File: config.mk
export PLATFORM = sky130hd
export DESIGN_NAME = dbg_trace_seq
export DESIGN_NICKNAME = d
export VERILOG_FILES = /design/src/rtl/dts_pkg.sv /design/src/rtl/dts_ctrl.sv /design/src/rtl/dts_data.sv /design/src/rtl/dbg_trace_seq.sv
export SDC_FILE = /design/constraint.sdc
export NUM_CORES = 1
export LEC_CHECK = 0
export BUFFER_PORTS_ARGS = -buffer_cell sky130_fd_sc_hd__buf_2
export CAP_MARGIN = 20
export CORE_ASPECT_RATIO = 1.4
export CORE_UTILIZATION = 41
export CTS_CLUSTER_DIAMETER = 40
export DETAILED_ROUTE_END_ITERATION = 16
export GPL_TIMING_DRIVEN = 0
export PLACE_DENSITY = 0.8
export SETUP_SLACK_MARGIN = 0.5
export SLEW_MARGIN = 40
export SYNTH_ARGS = -nofsm -noshare
export SYNTH_HDL_FRONTEND = slang
export SYNTH_SLANG_ARGS = --single-unit
File: constraint.sdc
create_clock -name clk -period 1.7 [get_ports clk]
set_input_delay 0.34 -clock clk [delete_from_list [all_inputs] [get_ports clk]]
set_output_delay 0.34 -clock clk [all_outputs]
set_load 0.005 [all_outputs]
File: src/rtl/dts_pkg.sv
package dts_pkg;

    typedef enum logic [3:0] {
        ST_OFF,
        ST_IDLE,
        ST_BUSY,
        ST_POP,
        ST_IGE,
        ST_EXEC,
        ST_STALL,
        ST_PUSH,
        ST_IPLD,
        ST_IGECLR,
        ST_HALT
    } dts_state_e;

    localparam logic [1:0] STAT_OFF  = 2'b00;
    localparam logic [1:0] STAT_IDLE = 2'b01;
    localparam logic [1:0] STAT_BUSY = 2'b10;

    typedef struct packed {
        dts_state_e st;
    } dts_ctrl_t;

endpackage

File: src/rtl/dts_ctrl.sv
module dts_ctrl
    import dts_pkg::*;
(
    input  logic       clk,
    input  logic       rst_n,
    input  logic       enter_i,
    input  logic       leave_i,
    input  logic       trace_i,
    input  logic       done_i,
    input  logic       saved_ige_i,
    output logic       enter_ack_o,
    output logic [1:0] status_o,
    output logic       pop_o,
    output logic       push_o,
    output logic       ip_we_o,
    output logic       ige_we_o,
    output logic       ige_val_o,
    output logic       exec_o,
    output logic       stall_o,
    output logic       block_o,
    output logic       halt_o
);

    dts_ctrl_t r_d, r_q;

    always_comb begin
        r_d = r_q;
        case (r_q.st)
            ST_OFF:    if (enter_i) r_d.st = ST_IDLE;
            ST_IDLE: begin
                if (trace_i)      r_d.st = ST_BUSY;
                else if (leave_i) r_d.st = ST_OFF;
            end
            ST_BUSY:   r_d.st = ST_POP;
            ST_POP:    r_d.st = ST_IGE;
            ST_IGE:    r_d.st = ST_EXEC;
            ST_EXEC:   if (done_i) r_d.st = ST_STALL;
            ST_STALL:  r_d.st = ST_PUSH;
            ST_PUSH:   r_d.st = ST_IPLD;
            ST_IPLD:   r_d.st = ST_IGECLR;
            ST_IGECLR: r_d.st = ST_HALT;
            ST_HALT:   r_d.st = ST_IDLE;
            default:   r_d.st = ST_OFF;
        endcase
    end

    always_ff @(posedge clk or negedge rst_n) begin
        if (!rst_n) r_q <= '{st: ST_OFF};
        else        r_q <= r_d;
    end

    always_comb begin
        enter_ack_o = (r_q.st == ST_OFF) && enter_i;
        case (r_q.st)
            ST_OFF:  status_o = STAT_OFF;
            ST_IDLE: status_o = STAT_IDLE;
            default: status_o = STAT_BUSY;
        endcase
        pop_o     = (r_q.st == ST_POP);
        push_o    = (r_q.st == ST_PUSH);
        ip_we_o   = (r_q.st == ST_IPLD);
        ige_we_o  = ((r_q.st == ST_IGE) && saved_ige_i) || (r_q.st == ST_IGECLR);
        ige_val_o = (r_q.st == ST_IGE);
        exec_o    = (r_q.st == ST_EXEC);
        stall_o   = (r_q.st == ST_STALL) || (r_q.st == ST_PUSH) ||
                    (r_q.st == ST_IPLD)  || (r_q.st == ST_IGECLR);
        block_o   = stall_o || (r_q.st == ST_HALT);
        halt_o    = (r_q.st == ST_IDLE) || (r_q.st == ST_BUSY) ||
                    (r_q.st == ST_POP)  || (r_q.st == ST_IGE)  ||
                    (r_q.st == ST_HALT);
    end

    a_r4_accept_busy: assert property (@(posedge clk) disable iff (!rst_n)
        (status_o == STAT_IDLE && trace_i) |=> (status_o == STAT_BUSY && !pop_o && !ige_we_o));

    a_r3_off_ignore: assert property (@(posedge clk) disable iff (!rst_n)
        (status_o == STAT_OFF && !enter_i) |=> (status_o == STAT_OFF));

    a_r10_pop_pulse: assert property (@(posedge clk) disable iff (!rst_n)
        pop_o |=> !pop_o);

    a_r10_push_pulse: assert property (@(posedge clk) disable iff (!rst_n)
        push_o |=> !push_o);

    a_r8_push_after_stall: assert property (@(posedge clk) disable iff (!rst_n)
        push_o |-> $past(stall_o));

    a_r9_ige_clear_after_ip: assert property (@(posedge clk) disable iff (!rst_n)
        ip_we_o |=> (ige_we_o && !ige_val_o));

    a_r7_exec_waits: assert property (@(posedge clk) disable iff (!rst_n)
        (exec_o && !done_i) |=> exec_o);

endmodule

File: src/rtl/dts_data.sv
module dts_data #(
    parameter int AW = 16
) (
    input  logic          clk,
    input  logic          rst_n,
    input  logic          cap_enter_i,
    input  logic          ige_i,
    input  logic          cap_pop_i,
    input  logic [AW-1:0] pop_data_i,
    input  logic          cap_done_i,
    input  logic [AW-1:0] next_pc_i,
    output logic [AW-1:0] ret_o,
    output logic          saved_ige_o
);

    typedef struct packed {
        logic [AW-1:0] ret;
        logic          sige;
    } data_t;

    data_t r_d, r_q;

    always_comb begin
        r_d = r_q;
        if (cap_enter_i) r_d.sige = ige_i;
        if (cap_pop_i)   r_d.ret  = pop_data_i;
        if (cap_done_i)  r_d.ret  = next_pc_i;
    end

    always_ff @(posedge clk or negedge rst_n) begin
        if (!rst_n) r_q <= '0;
        else        r_q <= r_d;
    end

    assign ret_o       = r_q.ret;
    assign saved_ige_o = r_q.sige;

    a_r2_saved_ige_hold: assert property (@(posedge clk) disable iff (!rst_n)
        !cap_enter_i |=> $stable(saved_ige_o));

endmodule

File: src/rtl/dbg_trace_seq.sv
module dbg_trace_seq #(
    parameter int          AW      = 16,
    parameter logic [AW-1:0] DBG_VEC = 16'h8010
) (
    input  logic          clk,
    input  logic          rst_n,
    input  logic          dbg_enter_i,
    input  logic          dbg_leave_i,
    input  logic          trace_cmd_i,
    output logic [1:0]    status_o,
    output logic          stk_pop_o,
    input  logic [AW-1:0] stk_pop_data_i,
    output logic          stk_push_o,
    output logic [AW-1:0] stk_push_data_o,
    output logic          ip_we_o,
    output logic [AW-1:0] ip_wdata_o,
    input  logic          ige_i,
    output logic          ige_we_o,
    output logic          ige_wdata_o,
    output logic          fetch_valid_o,
    output logic [AW-1:0] fetch_addr_o,
    input  logic          insn_done_i,
    input  logic [AW-1:0] next_pc_i,
    output logic          cpu_stall_o,
    output logic          fetch_block_o,
    output logic          cpu_halt_o
);

    logic          enter_ack;
    logic          saved_ige;
    logic [AW-1:0] ret_addr;

    dts_ctrl u_ctrl (
        .clk         (clk),
        .rst_n       (rst_n),
        .enter_i     (dbg_enter_i),
        .leave_i     (dbg_leave_i),
        .trace_i     (trace_cmd_i),
        .done_i      (insn_done_i),
        .saved_ige_i (saved_ige),
        .enter_ack_o (enter_ack),
        .status_o    (status_o),
        .pop_o       (stk_pop_o),
        .push_o      (stk_push_o),
        .ip_we_o     (ip_we_o),
        .ige_we_o    (ige_we_o),
        .ige_val_o   (ige_wdata_o),
        .exec_o      (fetch_valid_o),
        .stall_o     (cpu_stall_o),
        .block_o     (fetch_block_o),
        .halt_o      (cpu_halt_o)
    );

    dts_data #(.AW(AW)) u_data (
        .clk         (clk),
        .rst_n       (rst_n),
        .cap_enter_i (enter_ack),
        .ige_i       (ige_i),
        .cap_pop_i   (stk_pop_o),
        .pop_data_i  (stk_pop_data_i),
        .cap_done_i  (fetch_valid_o && insn_done_i),
        .next_pc_i   (next_pc_i),
        .ret_o       (ret_addr),
        .saved_ige_o (saved_ige)
    );

    assign stk_push_data_o = ret_addr;
    assign fetch_addr_o    = ret_addr;
    assign ip_wdata_o      = DBG_VEC;

endmodule

Yosys cells after proc, flatten, opt, wreduce, memory -nomap -nowiden. Index checks and enable logic that the tools add are counted.

Equality and inequality tests: 13. Multiplexer cells: 8. Reduce and logical (&&, ||, !) cells: 15.

Operator list (number): $pmux 4 s11 (1); $mux 16 (2); $eq 4x3->1 const B (4); $mux 4 (4); $eq 4x4->1 const B (3); $logic_or 1x1->1 (9); $eq 4x2->1 const B (2); $eq 4x1->1 const B (1); $logic_not 4->1 (1); $pmux 2 s2 (1); $logic_and 1x1->1 (3); $ne 3x3->1 const B (1); $reduce_and 3->1 (1); $ne 2x1->1 const B (1); $ne 2x2->1 const B (1); $reduce_bool 2->1 (1).

Flip-flop bits (word level): 21. Input bits: 39. Logic and storage cells: 39.

Longest topological paths before layout. Gate-level depths: netlist of the first run.

Depth after elaboration: 5. Gate-level depth with buffers: 5.

Hierarchy. A second synthesis of the first run with hierarchy kept.

Cell total of the unflattened synthesis: 153. Area total of the unflattened synthesis: 1405.1 um^2.

By module, submodules not included: dts_data (instances 1, cells each 71, area an instance 780.7 um^2, sequential area each 425.4 um^2); dts_ctrl (instances 1, cells each 47, area an instance 370.4 um^2, sequential area each 100.1 um^2); dbg_trace_seq (instances 1, cells each 35, area an instance 254.0 um^2, sequential area each 0.0 um^2).

Least setup slack after synthesis of the first run. OpenSTA, ideal clock, no wires.

Kind: flip-flop to output port. From: register u_ctrl.r_q[1] in the netlist's numbering. To: output cpu_halt_o. Arrival time: 1185 ps. Path slack: 175 ps. Stages on the path, launching flop included: 4. Buffers on the path: 1. Path through: dfrtp_1 > clkbuf_1 > mux2_2 > o21ai_0.

Word-level cells in the longest chain between the ends: 5. Elaborated cells on any way between the ends: 9.

RTL lines: start, declared (line dts_ctrl.sv:24) `dts_ctrl_t r_d, r_q;`; start signal, assigned (line dts_ctrl.sv:48) `if (!rst_n) r_q <= '{st: ST_OFF};`; start signal, assigned (line dts_ctrl.sv:49) `else r_q <= r_d;`; $eq 4x1->1 or $eq 4x2->1 (tied branches) (line dts_ctrl.sv:68) `halt_o = (r_q.st == ST_IDLE) || (r_q.st == ST_BUSY) ||`; $logic_or 1x1->1 (2 in a row) (line dts_ctrl.sv:68); $logic_or 1x1->1 (line dts_ctrl.sv:69) `(r_q.st == ST_POP) || (r_q.st == ST_IGE) ||`; $logic_or 1x1->1 * (line dts_ctrl.sv:69); end, declared (line dbg_trace_seq.sv:26) `output logic cpu_halt_o`.

Every way passes the cells marked *; elsewhere a longest branch is shown, timed or not.

Final worst setup path of the first run.
From: register u_ctrl.r_q[3] in the netlist's numbering. To: output cpu_halt_o.

The elaborated chain is that of the path after synthesis.

==> results of run 1 <==
where the power goes:
part           internal [W]  switching, W  leakage [nW]
clock              0.000166      0.000149        0.0228
combinational       0.00214       0.00113          1.14
sequential         0.000758      0.000232         0.256
total               0.00307       0.00151          1.41
worst max-delay path: stages (launching register included):
cell and delay, ns:
dfrtp_1 0.41, buf_8 0.14, nand2b_4 0.14, mux2_4 0.27, o21ai_2 0.10, buf_2 0.12
through the flow:
stage	utilization (%)	cells	worst slack [ns]	TNS [ns]	power, W
floorplan	-	153	0.278	0	0.00224
global placement	60.5	273	0.123	0	0.00291
detailed placement	60.5	273	0.133	0	0.00293
CTS	76.3	301	-0.0858	-0.171	0.00425
global route	80.0	312	-0.126	-0.891	0.00488
finish	80.0	312	-0.0670	-0.149	0.00457
worst max path at each step:
stage	startpoint	endpoint	slack (ns)
after detailed placement	u_ctrl.r_q[3]	cpu_halt_o	0.13
final	u_ctrl.r_q[3]	cpu_halt_o	-0.07
after global placement	u_ctrl.r_q[1]	cpu_halt_o	0.12
after global routing	u_ctrl.r_q[3]	ige_wdata_o	-0.13
after floorplan	u_ctrl.r_q[2]	u_data.ret_o[6]	0.28
after CTS	u_ctrl.r_q[1]	cpu_halt_o	-0.09
flip-flops by register name, indices dropped and copies added, names as in the netlist:
signal              cells
u_data.ret_o           16
u_data.saved_ige_o      1
u_ctrl.r_q              4
layer usage:
layer	global-route usage (%)	wire (um)	vias up
li1	-	-	721
met1	23.8	1460	692
met2	42.3	2310	83
met3	3.92	291	8
met4	5.56	70	0
met5	0	0	-
cell usage in the layout, fill, tap and decap left out, drive strengths merged, types with 2 or more instances in the layout:
cell type	count
dfrtp	21
nand2	5
nor3	2
and3	14
a21oi	4
inv	3
clkbuf	6
conb	16
and4bb	2
mux2	6
nand3	3
nand2b	3
o21ai	3
nor2	5
buf	156
a221o	14
layout make-up:
| type | instances | area [um2] | area share, % |
|---|---|---|---|
| flip-flops and latches | 21 | 528 | 20.9 |
| plain buffers | 42 | 409 | 16.2 |
| inverters | 3 | 11.3 | 0.446 |
| multi-input cells | 87 | 647 | 25.6 |
| well taps | 39 | 48.8 | 1.93 |
| repair buffers | 116 | 835 | 33.1 |
| clock buffers | 4 | 45.0 | 1.78 |
logic make-up after synthesis:
kind of cell / Yosys count / synth area share (%)
XOR/XNOR: 1 / 0.638
other: 2 / 0.547
flip-flops: 21 / 38.3
AND/OR/NAND/NOR: 39 / 16.6
AO/OA/AOI/OAI: 25 / 15.3
multiplexers: 6 / 5.46
buffers and inverters: 45 / 23.2
what timing repair did:
item                       4_1_cts  5_1_grt
setup endpoints to repair       46       46
pin swaps                        9        5
buffers inserted                23       11
gates cloned                     1        0
resized for setup               59       12
==> summary.md, run 1 <==
| Metric | Value |
|---|---|
| Number of antenna violations at the first check in global routing | `0` |
| Worst reg2reg startpoint | `u_ctrl.r_q[3]` |
| CP endpoint kind | `output pin` |
| Crit-path max FO | `7` |
| Detailed Place HPWL | `between 2000 and 3000 um` |
| Required @ worst endpoint | `1.36 ns` |
| Hold buffer count at cts | `0` |
| Worst hold margin | `0.0300 ns` |
| Ys flop type | `dfrtp_1` |
| Endpoints failing setup | `5` |
| Pin count of the biggest net entering global routing | `22` |
| EDFF count, synth | `0` |
| Reg2Reg Capture Point | `u_data.ret_o[6]` |
| DRC viols | `0` |
| Syn Std Cell Area | `1370 um2` |
| Fin nets | `approximately 310` |
| Synthesized area per cell | `9.88 um2` |
| Yosys top cell area share | `38.3%` |
| # fillers | `203` |
| Core area | `3150 um2` |
| FF-to-FF path depth | `6` |
| Distinct cells, synth | `30` |
| Clk slew on worst S/H paths | `0.07 ns` |
| Mapped Cells | `around 140` |
| Worst skew pair latency | `0.25 ns` |
| Pleak | `roughly 1.4 nW` |
| Placed Area | `between 1500 and 2000 um2` |
| Initial core utilization | `43.6%` |
| # rows | `24` |
| Failing checks | `setup timing` |
| Post-Route WL | `4130 um` |
| Total GRT Usage | `22.1%` |
| Register area share after synthesis | `a little under two fifths` |
| CTS Buffer Depth | `2` |
| TritonCTS Sinks | `21` |
| CTS tree | `yes` |
| Critical path arrival | `1.43 ns` |
| Fin. max-slew vios | `0` |
| Synth area leaders | `dfrtp_1 38%, buf_4 18%, a221o_1 10%, and3_1 6.4%, mux2_2 3.3%` |
| Clk_skew | `0.00142 ns` |
| Layout cells sized above 1 | `65.2%` |
| # diodes | `0` |
| Remaining global-route overflow | `0` |
| Period utilization | `104%` |
| Die Wd | `50.9 um` |
| Port Buffers | `slightly above 80` |
| Worst setup SP type | `register` |
| Status | `complete, but fails checks` |
| MaxCap Viol Count | `0` |
| WS Path Type | `register to output pin` |
| Final Hold Vio Count | `0` |
| H-tree depth | `1` |
| Worst Setup Slack, final | `-0.0670 ns` |
| Fmax achieved | `566 MHz` |
| Synthesis-stage register bit count | `21` |
| Cell area after layout | `2520 um2` |
| Clock Tree Root | `clkbuf_8` |
| Power Dens Cells | `1810 nW/um2` |
| Vias in the first global route | `1406` |
| RSZ-0062 raised after global routing | `true` |
| Post-route ant nets | `0` |
| Async SR Flop Fraction | `100%` |
| Most instantiated library cell after synthesis | `buf_4` |
| Final min period | `about 1.8 ns` |
| Hold Crit Class | `input pin to asynchronous set/reset pin` |
| CTS Buf Count | `3` |
| Post-synth top cells | `33 x buf_4, 21 x dfrtp_1, 14 x a221o_1, 14 x and3_1` |
| DR vias | `1504` |
| First drt pass iteration count | `4` |
| Yosys warnings | `0` |
| First-pass GRT wire length | `between 6000 and 7000 um` |
| Flop2flop setup slack | `0 ns` |
| DIE AREA | `3590 um2` |
| # IOs | `98` |
| Final Wtd Congestion | `0.723` |
| Most area-hungry cell type in the Yosys netlist | `dfrtp_1` |
| Worst VDD drop | `1250 uV` |
| DR WL/cell | `13.2 um` |
| Die H | `70.5 um` |
| P&R area growth vs syn | `83.7%` |
| Iteration-0 DRC count of the detailed router | `between 40 and 50` |
| Via density | `4.82` |
(Power assumes the default switching activity.)
==> inputs of run 2 (changes only) <==
--- a/config.mk
+++ b/config.mk
@@ -7,7 +7,7 @@
 export LEC_CHECK = 0
 export BUFFER_PORTS_ARGS = -buffer_cell sky130_fd_sc_hd__buf_2
 export CAP_MARGIN = 20
-export CORE_ASPECT_RATIO = 1.4
+export CORE_ASPECT_RATIO = 0.8
 export CORE_UTILIZATION = 41
 export CTS_CLUSTER_DIAMETER = 40
 export DETAILED_ROUTE_END_ITERATION = 16
==> run 2 against run 1 <==
Net effect:
- the flow still finishes with violations (setup timing)
- routed wire length up 27%
- maximum frequency is 3.0% lower
- combinational power increased by 6.7%
- final cell count decreased by 0.32%
- cell area up 1.7%
- worst setup slack got worse by 0.056 ns
- utilization is 2.0 points higher
- total power rose by 5.9%
- via count increased by 4.4%
- sequential cell count is the same
- critical path depth down 2
- largest power group unchanged
- highest routed layer unchanged
==> summary.md, run 2 (synthesis results as in run 1) <==
| Metric | Value |
|---|---|
| Total GRT Usage | `21.3%` |
| Number of flip-flops under the largest register name | `16` |
| # rows | `18` |
| Final cell count without fillers | `around 310` |
| Endpoints failing setup | `8` |
| Detailed Place HPWL | `2600 um` |
| Vias in the first global route | `1256` |
| RSZ-0062 raised after global routing | `true` |
| Initial core utilization | `between 40% and 50%` |
| TritonCTS Sinks | `21` |
| Place WS | `0.108 ns` |
| DR WL/cell | `16.8 um` |
| DIE AREA | `3590 um2` |
| Critical path arrival | `1.48 ns` |
| Die H | `53.8 um` |
| Worst Setup Slack, final | `-0.123 ns` |
| Worst skew pair latency | `0.26 ns` |
| Most frequent cells in the layout | `62 x buf_2, 48 x buf_6, 38 x buf_4` |
| Final core utilization | `about 82%` |
| H-tree depth | `1` |
| Worst reg2reg startpoint | `u_ctrl.r_q[3]` |
| P&R area growth vs syn | `86.9%` |
| Die Wd | `66.7 um` |
| Hold Crit Class | `input pin to asynchronous set/reset pin` |
| Period utilization | `107%` |
| Layout cells sized above 1 | `66.8%` |
| Design Power | `approximately 0.0048 W` |
| MaxCap Viol Count | `0` |
| Most common cell after layout, fill and taps aside | `buf_2` |
| Cell at the slowest stage of the critical path | `dfrtp_1` |
| Fin. max-slew vios | `0` |
| Crit-path cells | `clkbuf_4, nor4b_2, buf_2` |
| Final min period | `1.82 ns` |
| Clk_skew | `between 0.004 and 0.005 ns` |
| Largest stage delay on the critical path | `0.39 ns` |
| Via density | `between 5 and 6` |
| Power Dens Cells | `around 1900 nW/um2` |
| Dpl cells | `274` |
| Pleak | `1.43 nW` |
| First drt pass iteration count | `4` |
| Post-route ant nets | `0` |
| Port Buffers | `between 80 and 90` |
| Worst VDD drop | `828 uV` |
| Post-Route WL | `5220 um` |
| Fmax achieved | `549 MHz` |
| Iteration-0 DRC count of the detailed router | `between 50 and 60` |
| Pin count of the biggest net entering global routing | `22` |
| DRC viols | `0` |
| First-pass GRT wire length | `5580 um` |
| Required @ worst endpoint | `1.36 ns` |
| Status | `complete, but fails checks` |
| FF-to-FF path depth | `6` |
| Remaining global-route overflow | `0` |
| Clk slew on worst S/H paths | `0.07 ns` |
| CTS Buf Count | `3` |
| Hold buffer count at cts | `0` |
| Fin nets | `a little over 300` |
| Final Wtd Congestion | `~0.78` |
| Worst setup SP type | `register` |
| CTS tree | `yes` |
| CP endpoint kind | `output pin` |
| Number of buffers and inverters on the critical path | `2` |
| Flop2flop setup slack | `-0.06 ns` |
| Failing checks | `setup timing` |
| Number of antenna violations at the first check in global routing | `0` |
| CTS Buffer Depth | `2` |
| Core area | `3130 um2` |
| Reg2Reg Capture Point | `u_data.ret_o[9]` |
| # diodes | `0` |
| # IOs | `98` |
| Clock Tree Root | `clkbuf_8` |
| CP delay by family, top | `buffers and inverters` |
| Crit-path max FO | `10` |
| Final Hold Vio Count | `0` |
| WS Path Type | `register to output pin` |
| DR vias | `1570` |
## run 2: through the flow
step	cell area [um2]	hold WS, ns	TNS (ns)
finish	2570	0.0305	-0.426
global route	2570	0.0616	-1.08
CTS	2300	0.0368	-0.124
detailed placement	1910	0.318	0
global placement	1910	0.317	0
floorplan	1450	0.0444	0
## run 2: routing by layer
| layer | vias up | GRT usage, % | share of wire (%) |
|---|---|---|---|
| li1 | 716 | - | - |
| met2 | 92 | 40.6 | 52 |
| met4 | 0 | 7.80 | 2.9 |
| met5 | - | 0 | 0 |
| met1 | 748 | 22.7 | 39 |
| met3 | 14 | 5.93 | 6.9 |
## run 2: worst max path at each step
stage / endpoint / start / slack, ns / cells past startpoint
2_1_floorplan: u_data.ret_o[6] / u_ctrl.r_q[2] / 0.28 / 4
3_3_place_gp: cpu_halt_o / u_ctrl.r_q[3] / 0.12 / 5
3_5_place_dp: cpu_halt_o / u_ctrl.r_q[3] / 0.11 / 5
4_1_cts: cpu_halt_o / u_ctrl.r_q[3] / -0.06 / 5
5_1_grt: cpu_halt_o / u_ctrl.r_q[3] / -0.13 / 5
6_report: status_o[0] / u_ctrl.r_q[0] / -0.12 / 3
## run 2: cell type report
class                   instances  area, um2
multi-input cells              87        679
inverters                       3       13.8
fillers                       169        563
flip-flops and latches         21        528
well taps                      40       50.0
clock buffers                   4       45.0
plain buffers                  42        415
repair buffers                114        836
## run 2: report_power, final
group / internal (W) / leakage [nW] / switching, W / total (W)
clock network: 0.000167 / 0.0228 / 0.000147 / 0.000314
registers: 0.000757 / 0.256 / 0.000282 / 0.00104
logic: 0.00222 / 1.15 / 0.00127 / 0.00349
total: 0.00314 / 1.43 / 0.00170 / 0.00484
## run 2: what timing repair did
item                                   CTS  global route
endpoints found under the hold margin    0             0
resized for setup                       52            26
setup endpoints to repair               46            46
setup buffers                           14            17
pin swaps                                7             6
cloned                                   1             1
==> inputs of run 3 (changes only) <==
--- a/config.mk
+++ b/config.mk
@@ -7,12 +7,14 @@
 export LEC_CHECK = 0
 export BUFFER_PORTS_ARGS = -buffer_cell sky130_fd_sc_hd__buf_2
 export CAP_MARGIN = 20
+export CELL_PAD_IN_SITES_DETAIL_PLACEMENT = 1
+export CELL_PAD_IN_SITES_GLOBAL_PLACEMENT = 1
 export CORE_ASPECT_RATIO = 0.8
-export CORE_UTILIZATION = 41
+export CORE_UTILIZATION = 28
 export CTS_CLUSTER_DIAMETER = 40
 export DETAILED_ROUTE_END_ITERATION = 16
 export GPL_TIMING_DRIVEN = 0
-export PLACE_DENSITY = 0.8
+export PLACE_DENSITY_LB_ADDON = 0.1
 export SETUP_SLACK_MARGIN = 0.5
 export SLEW_MARGIN = 40
 export SYNTH_ARGS = -nofsm -noshare
==> run 3 against run 2 <==
Net effect:
- the flow still finishes with violations (setup timing)
- worst setup slack improved by 0.031 ns
- sequential power barely moved
- critical path depth rose by 1
- final cell count grew 9.0%
- first-iteration DRC count is 69% lower
- routed wire length is 12% lower
- sequential cell count unchanged
- sequential share of layout area is 0.73 points lower
- clock power grew 5%
- hold slack lost 0.0053 ns
- critical path type unchanged
- highest routed layer unchanged
==> summary.md, run 3 (synthesis results as in run 1) <==
| Metric | Value |
|---|---|
| Flop2flop setup slack | `0 ns` |
| FF-to-FF path depth | `6` |
| Period utilization | `105%` |
| Die H | `64.7 um` |
| Cell area after layout | `~2700 um2` |
| Power Dens Cells | `1810 nW/um2` |
| # diodes | `0` |
| Crit-path cells | `buf_8, buf_4, or3_4, buf_6` |
| Fmax achieved | `558 MHz` |
| # rows | `22` |
| Hold buffer count at cts | `0` |
| Final Wtd Congestion | `0.682` |
| CTS Buffer Depth | `2` |
| Levels on crit path | `4` |
| Final cell count without fillers | `339` |
| Initial core utilization | `29.5%` |
| # fillers | `between 500 and 600` |
| Iteration-0 DRC count of the detailed router | `17` |
| Total GRT Usage | `about 18%` |
| Pleak | `~1.5 nW` |
| Worst reg2reg startpoint | `u_ctrl.r_q[3]` |
| Worst Setup Slack, final | `-0.0911 ns` |
| H-tree depth | `1` |
| RSZ-0062 raised after global routing | `true` |
| Dpl cells | `294` |
| CP endpoint kind | `output pin` |
| Final min period | `1.79 ns` |
| Status | `complete, but fails checks` |
| Die Wd | `~80 um` |
| Crit. Startpoint | `u_ctrl.r_q[3]` |
| Hold Crit Class | `input pin to asynchronous set/reset pin` |
| DR vias | `1475` |
| Vias in the first global route | `1405` |
| Placed Area | `1930 um2` |
| Worst skew pair latency | `0.26 ns` |
| Cell at the slowest stage of the critical path | `dfrtp_1` |
| Fin nets | `319` |
| First drt pass iteration count | `4` |
| Post-route ant nets | `0` |
| Number of flip-flops under the largest register name | `16` |
| Critical path arrival | `1.45 ns` |
| First-pass GRT wire length | `6930 um` |
| Core area | `between 4000 and 5000 um2` |
| Clk slew on worst S/H paths | `approximately 0.08 ns` |
| Number of antenna violations at the first check in global routing | `0` |
| Clk_skew | `0.00375 ns` |
| Pin count of the biggest net entering global routing | `22` |
| Fin. max-slew vios | `0` |
| Clock Tree Root | `clkbuf_8` |
| Critical Path Sink | `status_o[1]` |
| Via density | `4.35` |
| Layout cells sized above 1 | `69.2%` |
| CTS Buf Count | `3` |
| CP delay by family, top | `flip-flops` |
| Remaining global-route overflow | `0` |
| P&R area growth vs syn | `93.8%` |
| Required @ worst endpoint | `around 1.4 ns` |
| Post-Route WL | `4610 um` |
| Worst VDD drop | `659 uV` |
| Failing checks | `setup timing` |
| Worst setup SP type | `register` |
| DRC viols | `0` |
| Final core utilization | `57.2%` |
| Final Hold Vio Count | `0` |
| Most frequent cells in the layout | `62 x buf_2, 48 x buf_4, 46 x buf_6` |
| Most common cell after layout, fill and taps aside | `buf_2` |
| Endpoints failing setup | `6` |
| TritonCTS Sinks | `21` |
| # IOs | `98` |
| Number of buffers and inverters on the critical path | `3` |
| DIE AREA | `5190 um2` |
| DR WL/cell | `13.6 um` |
| CTS tree | `yes` |
| Detailed Place HPWL | `2810 um` |
| Largest stage delay on the critical path | `0.41 ns` |
| Port Buffers | `81` |
| WS Path Type | `register to output pin` |
| Crit-path max FO | `7` |
| Reg2Reg Capture Point | `u_data.ret_o[9]` |
| MaxCap Viol Count | `0` |
[run 3: changes by cell type in the layout (fill, tap and decap cells not counted), moves of 2 or more]
| cell | change |
|---|---|
| buf_6 | -2 |
| mux2_4 | -2 |
| buf_4 | +10 |
| and3_4 | +5 |
| and3_1 | -5 |
| mux2_2 | +2 |
[run 3: worst min path at each step]
stage	slack, ns	end	start	cells past startpoint
2_1_floorplan	0.04	u_ctrl.r_q[0]	rst_n	0
3_3_place_gp	0.33	u_data.ret_o[5]	rst_n	1
3_5_place_dp	0.34	u_data.ret_o[5]	rst_n	1
4_1_cts	0.05	u_data.ret_o[14]	rst_n	1
5_1_grt	0.06	u_data.ret_o[0]	rst_n	1
6_report	0.03	u_data.ret_o[2]	rst_n	1
[run 3: stage by stage]
step	worst slack [ns]	hold slack, ns	total power (W)	setup TNS [ns]
floorplan	0.278	0.0444	0.00224	0
global placement	0.102	0.328	0.00295	0
detailed placement	0.0948	0.335	0.00297	0
CTS	-0.0955	0.0482	0.00438	-0.362
global route	-0.134	0.0600	0.00518	-0.987
finish	-0.0911	0.0252	0.00483	-0.283
[run 3: layout make-up]
| cell class | instances | area, um2 | area share (%) |
|---|---|---|---|
| buffer | 42 | 417 | 15.6 |
| sequential | 21 | 528 | 19.8 |
| tap | 60 | 75.1 | 2.82 |
| clock inverter | 1 | 5.00 | 0.188 |
| multi-input combinational | 87 | 682 | 25.6 |
| clock buffer | 3 | 41.3 | 1.55 |
| inverter | 3 | 13.8 | 0.517 |
| timing repair buffer | 122 | 901 | 33.8 |
[run 3: worst register-to-register path: stages, from the launching register on]
cell      delay (ns)
dfrtp_1         0.41
buf_4           0.14
and4bb_1        0.25
buf_6           0.11
buf_6           0.12
mux2_4          0.30
mux2_2          0.25
[run 3: power by group]
group	total (W)	switching, W	internal (W)
registers	0.00101	0.000253	0.000757
clock network	0.000330	0.000166	0.000163
logic	0.00349	0.00117	0.00232
total	0.00483	0.00159	0.00324
[run 3: routing by layer]
metal,vias up,global-route usage [%],wire length (um)
met4,0,4.46,67
li1,729,-,-
met2,58,31.1,2230
met5,-,0,0
met3,7,3.38,256
met1,681,22.0,2050
[run 3: repair_timing]
action	CTS	global route
endpoints found under the hold margin	0	0
endpoints found under the setup margin	46	50
buffers inserted	25	13
gates resized for setup	64	13
gates cloned	2	1
pin swaps	12	2
